<file path="src/rtl/srl_seq_pkg.sv">
package srl_seq_pkg;

  typedef enum logic [1:0] {
    ST_IDLE  = 2'd0,
    ST_FIX   = 2'd1,
    ST_COPY  = 2'd2,
    ST_SHIFT = 2'd3
  } srl_state_e;

endpackage

</file>
<file path="src/rtl/srl_count.sv">
module srl_count #(
  parameter int CNT_W = 5
) (
  input  logic             clk,
  input  logic             rst,
  input  logic             ld_imm,
  input  logic [CNT_W-1:0] imm_val,
  input  logic             ld_alt,
  input  logic [CNT_W-1:0] alt_val,
  input  logic             dec,
  output logic [CNT_W-1:0] cnt_q,
  output logic             is_zero
);

  assign is_zero = (cnt_q == '0);

  always_ff @(posedge clk) begin
    if (rst) begin
      cnt_q <= '0;
    end else if (ld_imm) begin
      cnt_q <= imm_val;
    end else if (ld_alt) begin
      cnt_q <= alt_val;
    end else if (dec && !is_zero) begin
      cnt_q <= cnt_q - 1'b1;
    end
  end

  // each shift step removes exactly one from the remaining amount
  a_r5_count_down: assert property (@(posedge clk) disable iff (rst)
    (dec && !is_zero && !ld_imm && !ld_alt) |=> (cnt_q == $past(cnt_q) - 1'b1));

  // fallback load takes the register-supplied amount
  a_r3_alt_load: assert property (@(posedge clk) disable iff (rst)
    (ld_alt && !ld_imm) |=> (cnt_q == $past(alt_val)));

endmodule

</file>
<file path="src/rtl/srl_shreg.sv">
module srl_shreg #(
  parameter int DATA_W = 32
) (
  input  logic              clk,
  input  logic              rst,
  input  logic              ld,
  input  logic [DATA_W-1:0] ld_val,
  input  logic              shift,
  output logic [DATA_W-1:0] res_q
);

  always_ff @(posedge clk) begin
    if (rst) begin
      res_q <= '0;
    end else if (ld) begin
      res_q <= ld_val;
    end else if (shift) begin
      res_q <= {1'b0, res_q[DATA_W-1:1]};
    end
  end

  // a shift step brings in a zero at the top and moves every bit down one
  a_r4_zero_fill: assert property (@(posedge clk) disable iff (rst)
    (shift && !ld) |=> (res_q[DATA_W-1] == 1'b0) &&
                       (res_q[DATA_W-2:0] == $past(res_q[DATA_W-1:1])));

endmodule

</file>
<file path="src/rtl/srl_ctrl.sv">
module srl_ctrl
  import srl_seq_pkg::*;
(
  input  logic clk,
  input  logic rst,
  input  logic start,
  input  logic cnt_zero,
  output logic ld_imm,
  output logic ld_alt,
  output logic ld_res,
  output logic shift_en,
  output logic busy_q,
  output logic done_q
);

  srl_state_e state_q;

  assign ld_imm   = (state_q == ST_IDLE) && start;
  assign ld_alt   = (state_q == ST_FIX) && cnt_zero;
  assign ld_res   = (state_q == ST_COPY);
  assign shift_en = (state_q == ST_SHIFT) && !cnt_zero;

  always_ff @(posedge clk) begin
    if (rst) begin
      state_q <= ST_IDLE;
      busy_q  <= 1'b0;
      done_q  <= 1'b0;
    end else begin
      done_q <= 1'b0;
      unique case (state_q)
        ST_IDLE: begin
          if (start) begin
            state_q <= ST_FIX;
            busy_q  <= 1'b1;
          end
        end
        ST_FIX:  state_q <= ST_COPY;
        ST_COPY: state_q <= ST_SHIFT;
        ST_SHIFT: begin
          if (cnt_zero) begin
            state_q <= ST_IDLE;
            busy_q  <= 1'b0;
            done_q  <= 1'b1;
          end
        end
        default: state_q <= ST_IDLE;
      endcase
    end
  end

  // completion is reported for a single cycle
  a_r8_done_single: assert property (@(posedge clk) disable iff (rst)
    done_q |=> !done_q);

  // busy falls on the same edge that raises done
  a_r5_busy_clear: assert property (@(posedge clk) disable iff (rst)
    done_q |-> !busy_q);

  // setup steps always advance, whatever start does
  a_r7_fix_advance: assert property (@(posedge clk) disable iff (rst)
    (state_q == ST_FIX) |=> (state_q == ST_COPY));

  a_r7_copy_advance: assert property (@(posedge clk) disable iff (rst)
    (state_q == ST_COPY) |=> (state_q == ST_SHIFT));

  // busy flag tracks the sequencer being active
  a_r5_busy_state: assert property (@(posedge clk) disable iff (rst)
    busy_q |-> (state_q != ST_IDLE));

endmodule

</file>
<file path="src/rtl/serial_srl_unit.sv">
module serial_srl_unit #(
  parameter int DATA_W = 32,
  parameter int CNT_W  = $clog2(DATA_W)
) (
  input  logic              clk,
  input  logic              rst,
  input  logic              start,
  input  logic [CNT_W-1:0]  imm_cnt,
  input  logic [CNT_W-1:0]  reg_cnt,
  input  logic [DATA_W-1:0] data_in,
  output logic [DATA_W-1:0] result,
  output logic              busy,
  output logic              done
);

  logic              ld_imm;
  logic              ld_alt;
  logic              ld_res;
  logic              shift_en;
  logic              cnt_zero;
  logic [CNT_W-1:0]  cnt_val;
  logic [CNT_W-1:0]  alt_q;
  logic [DATA_W-1:0] data_q;

  // operands are captured on the accepting edge so the caller may move on
  always_ff @(posedge clk) begin
    if (rst) begin
      alt_q  <= '0;
      data_q <= '0;
    end else if (ld_imm) begin
      alt_q  <= reg_cnt;
      data_q <= data_in;
    end
  end

  srl_ctrl u_ctrl (
    .clk      (clk),
    .rst      (rst),
    .start    (start),
    .cnt_zero (cnt_zero),
    .ld_imm   (ld_imm),
    .ld_alt   (ld_alt),
    .ld_res   (ld_res),
    .shift_en (shift_en),
    .busy_q   (busy),
    .done_q   (done)
  );

  srl_count #(.CNT_W(CNT_W)) u_count (
    .clk     (clk),
    .rst     (rst),
    .ld_imm  (ld_imm),
    .imm_val (imm_cnt),
    .ld_alt  (ld_alt),
    .alt_val (alt_q),
    .dec     (shift_en),
    .cnt_q   (cnt_val),
    .is_zero (cnt_zero)
  );

  srl_shreg #(.DATA_W(DATA_W)) u_shreg (
    .clk    (clk),
    .rst    (rst),
    .ld     (ld_res),
    .ld_val (data_q),
    .shift  (shift_en),
    .res_q  (result)
  );

  // an idle block leaves its result alone
  a_r8_result_hold: assert property (@(posedge clk) disable iff (rst)
    (!busy && !start) |=> $stable(result));

  // operands do not move while a request runs
  a_r7_operands_kept: assert property (@(posedge clk) disable iff (rst)
    busy |=> $stable(data_q) && $stable(alt_q));

  // a nonzero constant field is what the counter holds after loading
  a_r2_imm_load: assert property (@(posedge clk) disable iff (rst)
    (ld_imm && imm_cnt != '0) |=> (cnt_val == $past(imm_cnt)));

endmodule

</file>
<file path="config.mk">
export PLATFORM = sky130hd
export DESIGN_NAME = serial_srl_unit
export DESIGN_NICKNAME = d
export VERILOG_FILES = /design/src/rtl/srl_seq_pkg.sv /design/src/rtl/srl_count.sv /design/src/rtl/srl_shreg.sv /design/src/rtl/srl_ctrl.sv /design/src/rtl/serial_srl_unit.sv
export SDC_FILE = /design/constraint.sdc
export NUM_CORES = 1
export LEC_CHECK = 0
export ABC_AREA = 1
export BUFFER_PORTS_ARGS = -buffer_cell sky130_fd_sc_hd__buf_2
export CAP_MARGIN = 10
export CORE_AREA = 2 2 85 87
export CTS_CLUSTER_DIAMETER = 120
export DETAILED_ROUTE_END_ITERATION = 10
export DIE_AREA = 0 0 87 89
export PLACE_DENSITY = 0.74
export SYNTH_ARGS = -nofsm -noshare
export SYNTH_HDL_FRONTEND = slang
export SYNTH_SLANG_ARGS = --single-unit
export TNS_END_PERCENT = 10
</file>
<file path="constraint.sdc">
create_clock -name clk -period 3.9 [get_ports clk]
set_input_delay 0.195 -clock clk [delete_from_list [all_inputs] [get_ports clk]]
set_output_delay 0.195 -clock clk [all_outputs]
set_load 0.02 [all_outputs]
</file>
* Yosys cells after proc, flatten, opt, wreduce, memory -nomap -nowiden
Index checks and enable logic that the tools add are counted.
Word-level totals: bits in registers 78, bits in latches 0, memory bits (writable) 0, memory bits (read-only) 0, input bits 45, output and inout port bits 34, word-level logic and storage cells 39, memories 0
Cells by class: $add $sub $neg 1, multipliers 0, divide/modulo/power cells 0, order comparisons 0, eq/ne operators 5, shift-type cells 0, mux-type cells 12, bitwise logic cells 1, reduce and logical (&&, ||, !) cells 13
Operators by type and width (count):
- 32-bit two-way mux | 2
- 5-bit two-way mux | 3
- 2-bit case mux with 4 select lines | 1
- 5-bit logical NOT | 1
- 5-bit by 1-bit subtractor with 5-bit output, second input constant | 1
- 2-bit equality test, second input constant | 2
- 1-bit logical AND | 4
- 2-bit two-way mux | 2
- 2-bit nonzero test | 2
- 1-bit two-way mux | 3
- 3-bit AND reduction | 1
- 3-bit nonzero test | 1
- 2-bit by 1-bit equality test with 1-bit output, second input constant | 1
- 2-bit logical NOT | 1
- 2-bit by 1-bit inequality test with 1-bit output, second input constant | 1
- 2-bit inequality test, second input constant | 1
- 1-bit case mux with 2 select lines | 1
- 2-bit AND reduction | 1
- 2-bit OR reduction | 1
- 1-bit logical NOT | 1
- 1-bit inverter | 1

* Longest topological paths before layout
depth in word-level cells 7, mapped depth 10

* By module
A second synthesis with hierarchy kept.
Second synthesis, totals: cells, all modules 613, area total of the unflattened synthesis 3961.3 um2
Modules (own cells, without submodules):
- srl_shreg | times used 1, cells an instance 269, area each 1750.4 um2
- serial_srl_unit | times used 1, cells an instance 234, area each 1522.7 um2
- srl_count | times used 1, cells an instance 71, area each 417.9 um2
- srl_ctrl | times used 1, cells an instance 39, area each 270.3 um2

* Least setup slack after synthesis
Ideal clock, no wire load.
kind reg2reg, from register u_ctrl.state_q[0], to register u_count.cnt_q[0], arrival 1376 ps, required time 3768 ps, path slack 2391 ps, stages on the path, launching flop included 10, path through dfxtp_1 inv_1 ha_1 nand2_1 inv_1 or2_2 nand2_1 nand2_1 nand2_1 a21oi_1
Between the ends: longest elaborated chain between the ends 4, elaborated cells between the ends (all ways) 10, those cells by class eq/ne: 2; mux: 2; reduce/logical: 6
Ends and longest elaborated chain:
- from (decl) | line srl_ctrl.sv:16 | srl_state_e state_q;
- from (signal assigned) | line srl_ctrl.sv:25 | state_q <= ST_IDLE;
- from (signal assigned) | line srl_ctrl.sv:33 | state_q <= ST_FIX;
- from (signal assigned) | line srl_ctrl.sv:37 | ST_FIX: state_q <= ST_COPY;
- 2-bit by 1-bit equality test with 1-bit output / 2-bit equality test (equally long branches) | line srl_ctrl.sv:19, srl_ctrl.sv:21
- 1-bit logical AND (on tied branches) | line srl_ctrl.sv:19, srl_ctrl.sv:21
- 5-bit two-way mux / 1-bit logical AND (equally long branches) | line srl_count.sv:22, srl_count.sv:24
- 5-bit two-way mux / 3-bit nonzero test (equally long branches)
- to (signal assigned) | line srl_count.sv:21 | cnt_q <= imm_val;
- to (signal assigned) | line srl_count.sv:23 | cnt_q <= alt_val;
- to (signal assigned) | line srl_count.sv:25 | cnt_q <= cnt_q - 1'b1;
- to (decl) | line srl_count.sv:11 | output logic [CNT_W-1:0] cnt_q,
Parallel ways exist; a longest one is shown, timed or not. A chain may end at the register's enable or synchronous reset.

* Final worst setup path
from register u_ctrl.state_q[0], to register u_shreg.res_q[2]
Between the ends: longest elaborated chain between the ends 3, elaborated cells between the ends (all ways) 5, those cells by class eq/ne: 2; mux: 1; reduce/logical: 2
Ends and longest elaborated chain:
- 2-bit equality test | line srl_ctrl.sv:21 | assign shift_en = (state_q == ST_SHIFT) && !cnt_zero;
- 1-bit logical AND | line srl_ctrl.sv:21
- 2-bit nonzero test (no source line)
- to (signal assigned) | line srl_shreg.sv:16 | res_q <= ld_val;
- to (signal assigned) | line srl_shreg.sv:18 | res_q <= {1'b0, res_q[DATA_W-1:1]};
- to (decl) | line srl_shreg.sv:9 | output logic [DATA_W-1:0] res_q
Parallel ways exist; a longest one is shown, timed or not.

==> impl_metrics.env <==
export IMPL_status="completed"
export IMPL_port_buffers=78
export IMPL_setup_violations=0
export IMPL_clock_skew_ns=0.00851
export IMPL_crit_path_top_delay_cell="nand2_2"
export IMPL_hold_class="input pin to flip-flop"
export IMPL_cp_endpoint="u_shreg.res_q[2]"
export IMPL_cts_tree="built"
export IMPL_cts_root_buffer="clkbuf_8"
export IMPL_hold_viol_final=0
export IMPL_worst_setup_path_start_kind="flip-flop"
export IMPL_grt_setup_unrepaired="no"
export IMPL_clock_latency_ns=0.34
export IMPL_die_h_um=89
export IMPL_cts_htree_levels=3
export IMPL_fmax_mhz=434
export IMPL_cts_inserted_buffers=9
export IMPL_area_growth_synth_to_final_pct=19.2
export IMPL_crit_top_cell="inv_1"
export IMPL_grt_pass1_wl_mm=12.7
export IMPL_yosysSeqAreaShare_pct=47.0
export IMPL_avgSynthCellArea_um2=7.52
export IMPL_ctsHoldBuffers=0
export IMPL_slew_violations=0
export IMPL_fin_setup_tns_ns=0
export IMPL_peakVddDrop_mv=0.383
export IMPL_nFillCells=618
export IMPL_regArea_um2=1560
export IMPL_yosys_warnings=0
export IMPL_async_reset_ff_share_pct=0
export IMPL_drive_above_1_share_pct=25.0
export IMPL_die_area_um2=7740
export IMPL_grtUsageTotal_pct=21.0
export IMPL_overflow=0
export IMPL_synthCells=442
export IMPL_regToRegSetupSlack_ns=1.60
export IMPL_netlist_top_cells_area="dfxtp_1, nor2_1, o21ai_0, nand2_1, a21oi_1"
export IMPL_synth_seq_cells=78
export IMPL_antenna_found_initial=0
export IMPL_critPathArrivalTime_ns=2.56
export IMPL_antenna_cells=0
export IMPL_r2r_end="u_shreg.res_q[2]"
export IMPL_synth_edf_count=0
export IMPL_postCtsSetupRepairBufs=0
export IMPL_period_needed_ns=2.30
export IMPL_power_leakage_nw=1.77
export IMPL_power_total_w=0.00305
export IMPL_path_clk_slew_ns=0.08
export IMPL_worstMarginPinSlew_ns=1.07
export IMPL_place_hpwl_mm=5.03
export IMPL_crit_chain="inv_1, ha_1, buf_4, inv_1, buf_4, nand2_2, inv_1, nand2_1, a31oi_1"
export IMPL_powerDensity_nw_per_um2=770
export IMPL_timing_slew_headroom_pct=28.4
export IMPL_viasPerCell=5.11
export IMPL_path_class="flip-flop to flip-flop"
export IMPL_crit_start="u_ctrl.state_q[0]"
export IMPL_nNetsFinal=558
export IMPL_synth_distinct_cells=29
export IMPL_synthTopCellsByCount="nor2_1, dfxtp_1, nand2_1, o21ai_0, a21oi_1"
export IMPL_synth_area_um2=3320
export IMPL_worst_path_max_fanout=35
export IMPL_num_rows=30
export IMPL_rr_worst_depth=9
export IMPL_drc=0
export IMPL_wl_per_cell_um=13.0
export IMPL_mappedNetlistNets=493
export IMPL_io_pin_count=79
export IMPL_grt_max_degree=47
export IMPL_antenna_left=0
export IMPL_synth_top_area_share_pct=47.0
export IMPL_initial_core_util_pct=49.4
export IMPL_fin_util_pct=58.9
export IMPL_fin_crit_sh_pct=59.1
export IMPL_core_area_um2=6720
export IMPL_worstReg2RegStart="u_ctrl.state_q[0]"
export IMPL_worst_setup_path_end_kind="flip-flop"
export IMPL_post_synth_top_area_cell="dfxtp_1"
export IMPL_clk_path_buf_depth=2
export IMPL_ctsResizeCount=0
export IMPL_first_iter_violations=163
export IMPL_multi_input_area_um2=1540
export IMPL_cap_violations=0
export IMPL_gp_congestion=0.801
export IMPL_wl_mm=7.69
export IMPL_cts_sinks=78
export IMPL_dr_total_vias=3024
export IMPL_synth_flop_cell="dfxtp_1"
export IMPL_grt_pass1_vias=2778
export IMPL_die_x_um=87
export IMPL_synth_most_common_cell="nor2_1"
export IMPL_slowest_delay_ns=0.42
export IMPL_drt_pass1_iterations=4
export IMPL_worstPathRequired_ns=4.16
[layer usage]
| metal | routed length [um] | vias up | share of wire (%) | GRT usage (%) |
|---|---|---|---|---|
| met5 | 0 | - | 0 | 0 |
| met4 | 103 | 0 | 1.3 | 8.66 |
| li1 | - | 1572 | - | - |
| met2 | 3590 | 89 | 47 | 34.7 |
| met3 | 440 | 7 | 5.7 | 5.17 |
| met1 | 3560 | 1356 | 46 | 26.5 |
[kinds of logic (layout without fill, tap and decap cells)]
kind of cell / Yosys count / after routing / synth area share, %
and+or+nand+nor: 204 / 204 / 27.1
xor gates and xnor gates: 2 / 2 / 0.527
AOI/OAI and AO/OA: 102 / 102 / 16.6
DFF: 78 / 78 / 47.0
adders and majority gates: 6 / 6 / 2.26
buffers and inverters: 50 / 120 / 6.52
[critical path, delay by kind of cell, from the launching register on]
kind,cells,cell delay (ns)
compound gates,1,0.16
fa+ha+maj,1,0.20
buf+inv,5,0.99
flops,1,0.38
simple gates,2,0.50
[power breakdown]
group	leakage (nW)	internal [W]	switching, W
clock	0.120	0.000444	0.000290
combinational	1.01	0.000390	0.000731
sequential	0.641	0.00103	0.000164
total	1.77	0.00187	0.00118
[cell type report]
class                      instances  area share (%)
clock buffer                      11            3.57
clock inverter                     5            2.69
inverter                          21            1.99
multi-input combinational        314            39.0
sequential                        78            39.4
tap                               80            2.53
timing repair buffer              83            10.8
[cells in the final DEF, fill, tap and decap left out, types with 2 or more instances in the layout]
cell type,instances
a31oi_1,3
ha_1,6
clkbuf_8,10
o21ai_0,47
nand2_1,60
nand3_1,25
nand3_2,7
bufinv_16,3
a21oi_1,38
xor2_1,2
o21ai_1,4
buf_2,78
inv_2,2
buf_4,5
inv_1,19
o21ai_2,6
nor2_2,6
or2_2,4
nor2_1,96
dfxtp_1,78
[metrics by stage]
stage          hold WS (ns)  std cells  area (um2)  setup WS [ns]
6_report             0.0948        592        3960           1.60
5_1_grt              0.0902        592        3960           1.35
4_1_cts              0.0845        592        3960           1.60
3_5_place_dp          0.443        576        3710           1.61
3_3_place_gp          0.442        576        3710           1.68
2_1_floorplan         0.339        442        3320           2.39
[flip-flops by register name (all words and copies together), names as in the netlist]
| register | flops |
|---|---|
| data_q | 32 |
| u_shreg.res_q | 32 |
| alt_q | 5 |
| u_count.cnt_q | 5 |
| u_ctrl.state_q | 2 |
| u_ctrl.busy_q | 1 |
| u_ctrl.done_q | 1 |
[how the worst min path moves through the flow]
| stage | cells past startpoint | to | slack (ns) | start |
|---|---|---|---|---|
| 2_1_floorplan | 2 | alt_q[3] | 0.34 | reg_cnt[3] |
| 3_3_place_gp | 2 | alt_q[0] | 0.44 | reg_cnt[0] |
| 3_5_place_dp | 2 | alt_q[0] | 0.44 | reg_cnt[0] |
| 4_1_cts | 2 | alt_q[0] | 0.08 | reg_cnt[0] |
| 5_1_grt | 3 | alt_q[3] | 0.09 | reg_cnt[3] |
| 6_report | 2 | alt_q[0] | 0.09 | reg_cnt[0] |
Note: power is estimated with default switching activity, not from simulation.
